$ cat src/rtl/barrier_ring_pkg.sv
package barrier_ring_pkg;

  typedef enum logic {
    TK_CHECK   = 1'b0,
    TK_RESTART = 1'b1
  } tok_kind_e;

  typedef struct packed {
    tok_kind_e kind;
    logic      all_in;
  } ring_tok_t;

endpackage

$ cat src/rtl/rbs_node_stage.sv
module rbs_node_stage
  import barrier_ring_pkg::*;
(
  input  logic      clk,
  input  logic      rst,
  input  logic      up_req,
  input  ring_tok_t up_tok,
  output logic      up_ack,
  output logic      dn_req,
  output ring_tok_t dn_tok,
  input  logic      dn_ack,
  input  logic      wr,
  output logic      release_o
);

  logic      full_q;
  ring_tok_t tok_q;
  logic      arrived_q;
  logic      pend_q;
  logic      rel_q;
  logic      take;
  logic      take_restart;

  assign up_ack       = up_req && !full_q;
  assign take         = up_ack;
  assign take_restart = take && (up_tok.kind == TK_RESTART);

  // token holding register with request/acknowledge toward the next stage
  always_ff @(posedge clk) begin
    if (rst) begin
      full_q <= 1'b0;
      tok_q  <= '{kind: TK_CHECK, all_in: 1'b0};
    end else if (take) begin
      full_q      <= 1'b1;
      tok_q.kind  <= up_tok.kind;
      tok_q.all_in <= (up_tok.kind == TK_CHECK) ? (up_tok.all_in && arrived_q)
                                                : up_tok.all_in;
    end else if (dn_ack) begin
      full_q <= 1'b0;
    end
  end

  // double-buffered arrival: the strobe lands in a pending slot and is merged
  // one edge later, so a restart on the same edge cannot swallow it
  always_ff @(posedge clk) begin
    if (rst) begin
      pend_q    <= 1'b0;
      arrived_q <= 1'b0;
      rel_q     <= 1'b0;
    end else begin
      pend_q    <= wr || (pend_q && take_restart);
      arrived_q <= take_restart ? 1'b0 : (arrived_q || pend_q);
      rel_q     <= take_restart;
    end
  end

  assign dn_req    = full_q;
  assign dn_tok    = tok_q;
  assign release_o = rel_q;

  assert_release_single_R5: assert property (@(posedge clk) disable iff (rst)
    release_o |=> !release_o);

  assert_release_needs_arrival_R3: assert property (@(posedge clk) disable iff (rst)
    $rose(release_o) |-> $past(arrived_q));

  assert_hold_until_ack_R9: assert property (@(posedge clk) disable iff (rst)
    (dn_req && !dn_ack) |=> (dn_req && $stable(dn_tok)));

endmodule

$ cat src/rtl/rbs_master.sv
module rbs_master
  import barrier_ring_pkg::*;
(
  input  logic      clk,
  input  logic      rst,
  input  logic      ret_req,
  input  ring_tok_t ret_tok,
  output logic      ret_ack,
  output logic      out_req,
  output ring_tok_t out_tok,
  input  logic      out_ack
);

  logic      launching_q;
  tok_kind_e next_kind_q;

  assign ret_ack = ret_req && !launching_q;

  always_ff @(posedge clk) begin
    if (rst) begin
      launching_q <= 1'b1;
      next_kind_q <= TK_CHECK;
    end else if (ret_ack) begin
      launching_q <= 1'b1;
      next_kind_q <= (ret_tok.kind == TK_CHECK && ret_tok.all_in) ? TK_RESTART
                                                                  : TK_CHECK;
    end else if (out_ack) begin
      launching_q <= 1'b0;
    end
  end

  assign out_req        = launching_q;
  assign out_tok.kind   = next_kind_q;
  assign out_tok.all_in = 1'b1;

  assert_false_repolls_R11: assert property (@(posedge clk) disable iff (rst)
    (ret_ack && ret_tok.kind == TK_CHECK && !ret_tok.all_in)
      |=> (out_req && out_tok.kind == TK_CHECK));

  assert_true_restarts_R11: assert property (@(posedge clk) disable iff (rst)
    (ret_ack && ret_tok.kind == TK_CHECK && ret_tok.all_in)
      |=> (out_req && out_tok.kind == TK_RESTART));

  assert_launch_hold_R9: assert property (@(posedge clk) disable iff (rst)
    (out_req && !out_ack) |=> (out_req && $stable(out_tok)));

endmodule

$ cat src/rtl/ring_barrier_sync.sv
module ring_barrier_sync
  import barrier_ring_pkg::*;
#(
  parameter int NODES = 8
) (
  input  logic             clk,
  input  logic             rst,
  input  logic [NODES-1:0] arrive_wr,
  output logic [NODES-1:0] release_pulse
);

  localparam int LAST = NODES - 1;

  logic      up_req_v [NODES];
  ring_tok_t up_tok_v [NODES];
  logic      up_ack_v [NODES];
  logic      dn_req_v [NODES];
  ring_tok_t dn_tok_v [NODES];
  logic      dn_ack_v [NODES];
  logic [NODES-1:0] stage_busy;

  logic      m_out_req;
  ring_tok_t m_out_tok;
  logic      m_ret_ack;

  rbs_master master_i (
    .clk     (clk),
    .rst     (rst),
    .ret_req (dn_req_v[LAST]),
    .ret_tok (dn_tok_v[LAST]),
    .ret_ack (m_ret_ack),
    .out_req (m_out_req),
    .out_tok (m_out_tok),
    .out_ack (up_ack_v[0])
  );

  for (genvar i = 0; i < NODES; i++) begin : g_stage
    if (i == 0) begin : g_head
      assign up_req_v[i] = m_out_req;
      assign up_tok_v[i] = m_out_tok;
    end else begin : g_link
      assign up_req_v[i]   = dn_req_v[i-1];
      assign up_tok_v[i]   = dn_tok_v[i-1];
      assign dn_ack_v[i-1] = up_ack_v[i];
    end

    rbs_node_stage stage_i (
      .clk       (clk),
      .rst       (rst),
      .up_req    (up_req_v[i]),
      .up_tok    (up_tok_v[i]),
      .up_ack    (up_ack_v[i]),
      .dn_req    (dn_req_v[i]),
      .dn_tok    (dn_tok_v[i]),
      .dn_ack    (dn_ack_v[i]),
      .wr        (arrive_wr[i]),
      .release_o (release_pulse[i])
    );

    assign stage_busy[i] = dn_req_v[i];
  end

  assign dn_ack_v[LAST] = m_ret_ack;

  assert_single_token_R10: assert property (@(posedge clk) disable iff (rst)
    $onehot0({m_out_req, stage_busy}));

endmodule

$ cat config.mk
export PLATFORM = sky130hd
export DESIGN_NAME = ring_barrier_sync
export DESIGN_NICKNAME = d
export VERILOG_FILES = /design/src/rtl/barrier_ring_pkg.sv /design/src/rtl/rbs_node_stage.sv /design/src/rtl/rbs_master.sv /design/src/rtl/ring_barrier_sync.sv
export SDC_FILE = /design/constraint.sdc
export NUM_CORES = 1
export LEC_CHECK = 0
export BUFFER_PORTS_ARGS = -buffer_cell sky130_fd_sc_hd__clkbuf_2
export CAP_MARGIN = 25
export CORE_MARGIN = 8
export CORE_UTILIZATION = 60
export DETAILED_ROUTE_END_ITERATION = 8
export PLACE_DENSITY = 0.81
export SYNTH_ARGS = -nofsm -noshare
export SYNTH_HDL_FRONTEND = slang
export SYNTH_HIERARCHICAL = 1
export SYNTH_SLANG_ARGS = --single-unit
$ cat constraint.sdc
create_clock -name clk -period 3.6 [get_ports clk]
set_clock_uncertainty 0.2 [all_clocks]
set_input_delay 0.9 -clock clk [delete_from_list [all_inputs] [get_ports clk]]
set_output_delay 0.9 -clock clk [all_outputs]
set_load 0.02 [all_outputs]
---- Word level (Yosys, flattened, before mapping) ----
Index checks and enable logic that the tools add are counted.
storage, ports and cells
  bits in registers ....................... 50
  word-level logic and storage cells ...... 151
  input bits .............................. 10
operators by class
  reduce and logical (&&, ||, !) cells .... 75
  muxes and demuxes ....................... 25
  bitwise operators ....................... 1
operator list
  cell                count
  logical AND 1 bit   33
  2-to-1 mux 1 bit    25
  OR reduction 2 bit  9
  logical OR 1 bit    16
  nonzero test 2 bit  8
  zero test 1 bit     9
  NOT 1 bit           1

---- Depth between registers and ports, before layout ----
Gate-level depths: netlist (run 1).
  depth in word-level cells ............... 5
  depth in mapped cells ................... 4
  gate-level depth less buffers ........... 4

---- By module ----
The synthesis (run 1) kept the hierarchy.
modules (own cells, without submodules)
  module          sequential area each (sq um)  instances  cells an instance  area each (sq um)
  rbs_node_stage  120.1                         8          21                 209.0
  rbs_master      40.0                          1          11                 107.6

---- Worst setup path after synthesis (run 1) ----
Ideal clock, no wire load.
  kind .................................... in2reg
  start ................................... in rst
  end ..................................... reg master_i.launching_q, in the netlist master_i/out_req
  slack ................................... 2104 ps
  data required time ...................... 3280 ps
  cell stages on the path ................. 1
  data arrival time ....................... 1176 ps
  cell sequence ........................... a211o_2
between the ends
  cells in the longest elaborated chain, start to end .. 1
RTL lines
  what                                 RTL line                source
  from (decl)                          ring_barrier_sync.sv:7  input logic rst,
  OR reduction 2 bit (no source line)  --
  to (signal assigned)                 rbs_master.sv:21        launching_q <= 1'b1;
  to (signal assigned)                 rbs_master.sv:24        launching_q <= 1'b1;
  to (signal assigned)                 rbs_master.sv:28        launching_q <= 1'b0;
  to (decl)                            rbs_master.sv:14        logic launching_q;
No other way between the ends.
A chain may end at the register's enable or synchronous reset.

---- Worst setup path after layout (run 1) ----
  start ................................... reg g_stage[7].stage_i.rel_q
  end ..................................... out release_pulse[7]
RTL lines
  what                    RTL line                source
  from (decl)             rbs_node_stage.sv:20    logic rel_q;
  from (signal assigned)  rbs_node_stage.sv:53    rel_q <= take_restart;
  to (decl)               ring_barrier_sync.sv:9  output logic [NODES-1:0] release_pulse
No word-level cell between the ends.

==> impl_results.md, run 1 <==
* Crit path launch type: register
* Ranking of synthesized cells by area: dfxtp_1 (56%), a21oi_1 (6.8%), nand2b_4 (6.2%)
* Routed WL at roughly 2900 µm
* Vias/cell at 5.378
* Worst slew pin tran at 0.9302 ns
* Ratio of cells with drive above 1 in the final layout at 0.2475
* Setup violators final at 0
* Hold Crit Class: register to register
* Clock root buffer: clkbuf_4
* Fin util at 0.7004
* Yosys top cell area share at 0.5626
* Slowest cell on crit path: dfxtp_1
* Max VDD drop at 0.3869 mV
* Cell Area, Synth at 0.001779 mm²
* Pre-antenna DRT Iters at 4
* Crit-path leading delay family: flip-flops
* Slew Limit Fails at 0
* Post-synth top area cell: dfxtp_1
* Clk_lat worst skew at 0.37 ns
* Fin Setup TNS at 0 ns
* Max incr delay on CP at 0.33 ns
* Die W at 70.46 µm
* Core footprint at 0.002781 mm²
* Slew margin rel. at 0.3799
* CTS Hold Bufs at 0
* Diodes inserted at 0
* Seq/Total Area, Yosys at 0.5626
* Initial Utilization at 0.6397
* Syn Inst Count at 179
* Reg2reg start: master_i/out_req
* Row cnt at 19
* Via count at 1253
* Initial antenna violation count at 0
* Die area at about 0.0050 mm²
* Post-synth EDFFs at 0
* First-pass GRT wire length at about 5000 µm
* LEAKAGE at 0.8044 nW
* Commonest cells post-synth: dfxtp_1 (50), nor2_1 (25), a21oi_1 (24), nand2_1 (24)
* Worst path arrival time at 0.86 ns
* Post-CTS sizing at 0
* Top Ports at 18
* IO Port Bufs at 17
* Finished Layout Cells at 233
* Hpwl dp at roughly 2000 µm
* Post-synthesis area per instance at 9.940 µm²
* Status: finished clean
* Largest net degree at the start of global routing at 51
* CP Capture Type: output pin
* Die Ht at 70.46 µm
* GRT overflow at 0
* CP Buf/Inv Count at 1
* Asr flop ratio synth at 0
* Crit-path max FO at 1
* Postcts setup bufs at 0
* Final critical-path share of the clock period at 0.5439
* Top FF cell, synth: dfxtp_1
* CP Class: register to output pin
* CP startpoint: g_stage[7].stage_i/release_o
* Final Hold Slack at roughly 0.28 ns
* Synth cell types at 17
* 1st-iter DRT viols at 87
* # nets final at about 210
* Worst hold start: g_stage[7].stage_i/dn_tok[1]
* GRT Total Usage at 0.1236
* Synth warnings at 6
* Area grow syn2layout at 9.494%
* Max Fclk at 510.7 MHz
* Gpl congestion at 0.7276
* Flops & latches, synth at 50
* Clock buffer count from CTS at 5
* Final Total Pwr at slightly below 1 mW
* Final ANT Viol Nets at 0
* Final Hold Viols at 0
* Clock sinks at 50
* CTS clk-pin slew, worst paths at 0.13 ns
* Vias in the first global route at 1231
* Count leader, synth: dfxtp_1
* CTS tree: built
* Syn Nets at 189
* H-tree levels at 2
* Critical Path RT at about 2.5 ns
* # DRC at 0
* Power density cells at 497.4 mW/mm²
* Min Tclk post-route at 1.958 ns
* Wire per inst at ~12 µm
* Dpl cells at 225
* Worst-path cell chain: clkbuf_2
* RSZ-0062 raised after global routing: no
* CTS Buffer Depth at 2
* Max Cap Viol at 0
logic make-up after synthesis:
| family | after synthesis | synth area share |
|---|---|---|
| AND/OR/NAND/NOR | 67 | 0.2110 |
| other | 1 | 0.002108 |
| buffers and inverters | 11 | 0.02742 |
| multiplexers | 1 | 0.005626 |
| AO/OA/AOI/OAI | 49 | 0.1913 |
| flip-flops | 50 | 0.5626 |
per-layer routing:
| layer | up-vias | global-route usage | routed length [µm] |
|---|---|---|---|
| li1 | 652 | - | - |
| met1 | 578 | 0.1227 | 1278 |
| met2 | 17 | 0.2113 | 1400 |
| met3 | 6 | 0.04379 | 131 |
| met4 | 0 | 0.08259 | 56 |
| met5 | - | 0 | 0 |
cell usage in the layout (no fill, tap or decap):
master,Yosys,final
nand2b_4,8,8
a211o_2,1,1
clkbuf_2,0,17
inv_1,1,1
nand2_1,24,24
inv_2,8,8
clkbuf_8,0,1
or2b_1,8,8
conb_1,1,1
mux2i_1,1,1
a211oi_1,8,8
a31oi_1,8,8
clkinv_2,0,1
clkbuf_1,0,1
o211ai_2,8,8
clkbuf_4,0,5
dfxtp_1,50,50
and2b_1,1,1
nor2_1,25,25
a21oi_1,24,24
nor2b_4,1,1
report_power, final:
group	internal, mW	switching, mW	total, mW
Clock	0.0949	0.162	0.257
Combinational	0.0506	0.0566	0.107
Sequential	0.580	0.0252	0.605
sequential cells by signal (all words and copies together) (netlist names):
| signal | count |
|---|---|
| master_i/out_req | 1 |
| g_stage.stage_i/arrived_q | 8 |
| g_stage.stage_i/dn_req | 8 |
| master_i/next_kind_q | 1 |
| g_stage.stage_i/release_o | 8 |
| g_stage.stage_i/pend_q | 8 |
| g_stage.stage_i/dn_tok | 16 |
through the flow:
stage / area (µm²) / setup WS [ns]
floorplan: 1779 / 2.104
global placement: 1888 / 1.414
detailed placement: 1888 / 1.366
CTS: 1948 / 1.618
global route: 1948 / 1.572
finish: 1948 / 1.642
worst paths after layout:
kind,cells after the start,slack (ns),end
hold / removal,2,0.28,g_stage[7].stage_i/dn_tok[1]
setup reg to reg,4,2.30,master_i/out_req
hold reg to reg,2,0.28,g_stage[7].stage_i/dn_tok[1]
setup / recovery,1,1.64,release_pulse[7]
layout make-up:
class	count	area (µm²)
well taps	31	38.79
clock inverters	1	5.005
multi-input cells	118	729.5
clock buffers	7	55.05
fillers	214	833.3
repair buffers	17	85.08
inverters	9	33.78
flip-flops and latches	50	1001
(Power assumes the default switching activity.)
==> run 2, diff against run 1 <==
--- a/config.mk
+++ b/config.mk
@@ -8,9 +8,9 @@
 export BUFFER_PORTS_ARGS = -buffer_cell sky130_fd_sc_hd__clkbuf_2
 export CAP_MARGIN = 25
 export CORE_MARGIN = 8
-export CORE_UTILIZATION = 60
+export CORE_UTILIZATION = 56
 export DETAILED_ROUTE_END_ITERATION = 8
-export PLACE_DENSITY = 0.81
+export PLACE_DENSITY = 0.76
 export SYNTH_ARGS = -nofsm -noshare
 export SYNTH_HDL_FRONTEND = slang
 export SYNTH_HIERARCHICAL = 1
==> constraint.sdc (replaced) <==
create_clock -name clk -period 2 [get_ports clk]
set_clock_uncertainty 0.2 [all_clocks]
set_input_delay 0.5 -clock clk [delete_from_list [all_inputs] [get_ports clk]]
set_output_delay 0.5 -clock clk [all_outputs]
set_load 0.02 [all_outputs]
==> run 2 against run 1 <==
Die area is 5.5% higher. Final area is 1.9% higher. Sequential share of layout area is 0.94 points lower. Setup slack worse by 1.2 ns. Non-clock buffer count is 1 higher. Total power is 81% higher. Clock power is 81% higher. Combinational power is 86% higher. Largest cell class unchanged. Highest routed layer unchanged.
==> impl_results.md, run 2 (synthesis results as in run 1) <==
* GRT Total Usage at 0.1265
* Die W at 72.37 µm
* Core footprint at 0.003028 mm²
* CTS Hold Bufs at 0
* CP Buf/Inv Count at 1
* Sequential power share at 0.621
* Worst hold start: arrive_wr[6]
* CP Capture Type: output pin
* Clock buffer count from CTS at 5
* Crit path launch type: register
* Vias in the first global route at 1218
* Pre-antenna DRT Iters at 4
* Diodes inserted at 0
* Crit-path max FO at 1
* Reg2reg start: master_i/out_req
* Dpl cells at 239
* RSZ-0062 raised after global routing: no
* Max VDD drop at 0.5394 mV
* Max reg flops at 16
* Area grow syn2layout at 11.53%
* Final ANT Viol Nets at 0
* Clk_lat worst skew at 0.36 ns
* Wire per inst at 11.93 µm
* Crit-path leading delay family: flip-flops
* CTS tree: built
* H-tree levels at 2
* Top Ports at 18
* First-pass GRT wire length at between 5000 and 6000 µm
* Gpl congestion at between 0.7 and 0.8
* CP Class: register to output pin
* Pre-CTS setup slack at 0.4987 ns
* Fin Setup TNS at 0 ns
* Via count at about 1.3k
* Final Hold Viols at 0
* Die area at roughly 0.0052 mm²
* Slew Limit Fails at 0
* Pint at approximately 1.3 mW
* GRT overflow at 0
* Clock sinks at 50
* CTS clk-pin slew, worst paths at around 0.14 ns
* Finished Layout Cells at 247
* CP startpoint: g_stage[7].stage_i/release_o
* Final Total Pwr at 1.752 mW
* Max Cap Viol at 0
* Power density cells at 882.9 mW/mm²
* Commonest non-fill, non-tap cells in the layout: dfxtp_1 (50), nor2_1 (25), nand2_1 (24), a21oi_1 (24), clkbuf_2 (17)
* Worst path arrival time at 0.88 ns
* # nets final at 212
* Setup violators final at 0
* Min Tclk post-route at 1.579 ns
* Final critical-path share of the clock period at 0.7893
* Status: finished clean
* Commonest non-fill, non-tap cell in the layout: dfxtp_1
* Die Ht at slightly above 70 µm
* Clk network pwr share at 0.265
* Routed WL at ~2900 µm
* Fin util at 0.6554
* Slowest cell on crit path: dfxtp_1
* Sw power at between 0.4 and 0.5 mW
* LEAKAGE at 0.8138 nW
* Hold Crit Class: input port to register
* CTS Buffer Depth at 2
* Largest net degree at the start of global routing at 31
* Gate power share at 0.114
* Post-CTS sizing at 0
* Critical Path RT at 1.30 ns
* Worst-path cell chain: clkbuf_2
* IO Port Bufs at 17
* Initial antenna violation count at 0
* Row cnt at 20
* Ratio of cells with drive above 1 in the final layout at 0.2512
* 1st-iter DRT viols at 90
* Hpwl dp at 2083 µm
* Vias/cell at 5.146
* Postcts setup bufs at 0
* # DRC at 0
* Max Fclk at 633.4 MHz
* Max incr delay on CP at approximately 0.35 ns
* Clock root buffer: clkbuf_4
* Setup ws final at 0.4213 ns
* Initial Utilization at 0.5876
* Sw frac at 0.2528
[run 2: cell types whose count changed in the layout (fill, tap and decap cells not counted)]
cell / before / now
buf_12: 0 / 1
[run 2: layout make-up]
| cell class | instances | area, µm² |
|---|---|---|
| tap | 44 | 55.05 |
| clock inverter | 1 | 5.005 |
| timing repair buffer | 18 | 105.1 |
| clock buffer | 7 | 55.05 |
| inverter | 9 | 33.78 |
| multi-input combinational | 118 | 729.5 |
| fill | 259 | 1044 |
| sequential | 50 | 1001 |
[run 2: path summary, 6_finish.rpt]
kind / to / slack [ns] / depth (start not counted)
max reg2reg: master_i/out_req / 0.69 / 4
min: g_stage[6].stage_i/pend_q / 0.13 / 3
min reg2reg: g_stage[7].stage_i/dn_tok[1] / 0.27 / 2
max: release_pulse[7] / 0.42 / 1
[run 2: power groups by stage]
stage	clock network [mW]	logic, mW	registers [mW]
5_1_grt	0.520	0.222	1.10
3_3_place_gp	0	0.191	1.11
3_5_place_dp	0	0.198	1.11
6_report	0.464	0.199	1.09
4_1_cts	0.480	0.200	1.09
2_1_floorplan	0	0.152	1.10
[run 2: metal layers]
layer / GRT usage / vias up / wire (µm)
met5: 0 / - / 0
met4: 0.05896 / 0 / 46
met1: 0.1406 / 585 / 1336
met2: 0.2046 / 21 / 1434
met3: 0.05234 / 5 / 129
li1: - / 660 / -
[run 2: stage by stage]
stage	area (µm²)	hold slack (ns)
2_1_floorplan	1779	0.2220
3_3_place_gp	1924	0.2383
3_5_place_dp	1924	0.2471
4_1_cts	1984	0.1201
5_1_grt	1984	0.1324
6_report	1984	0.1332
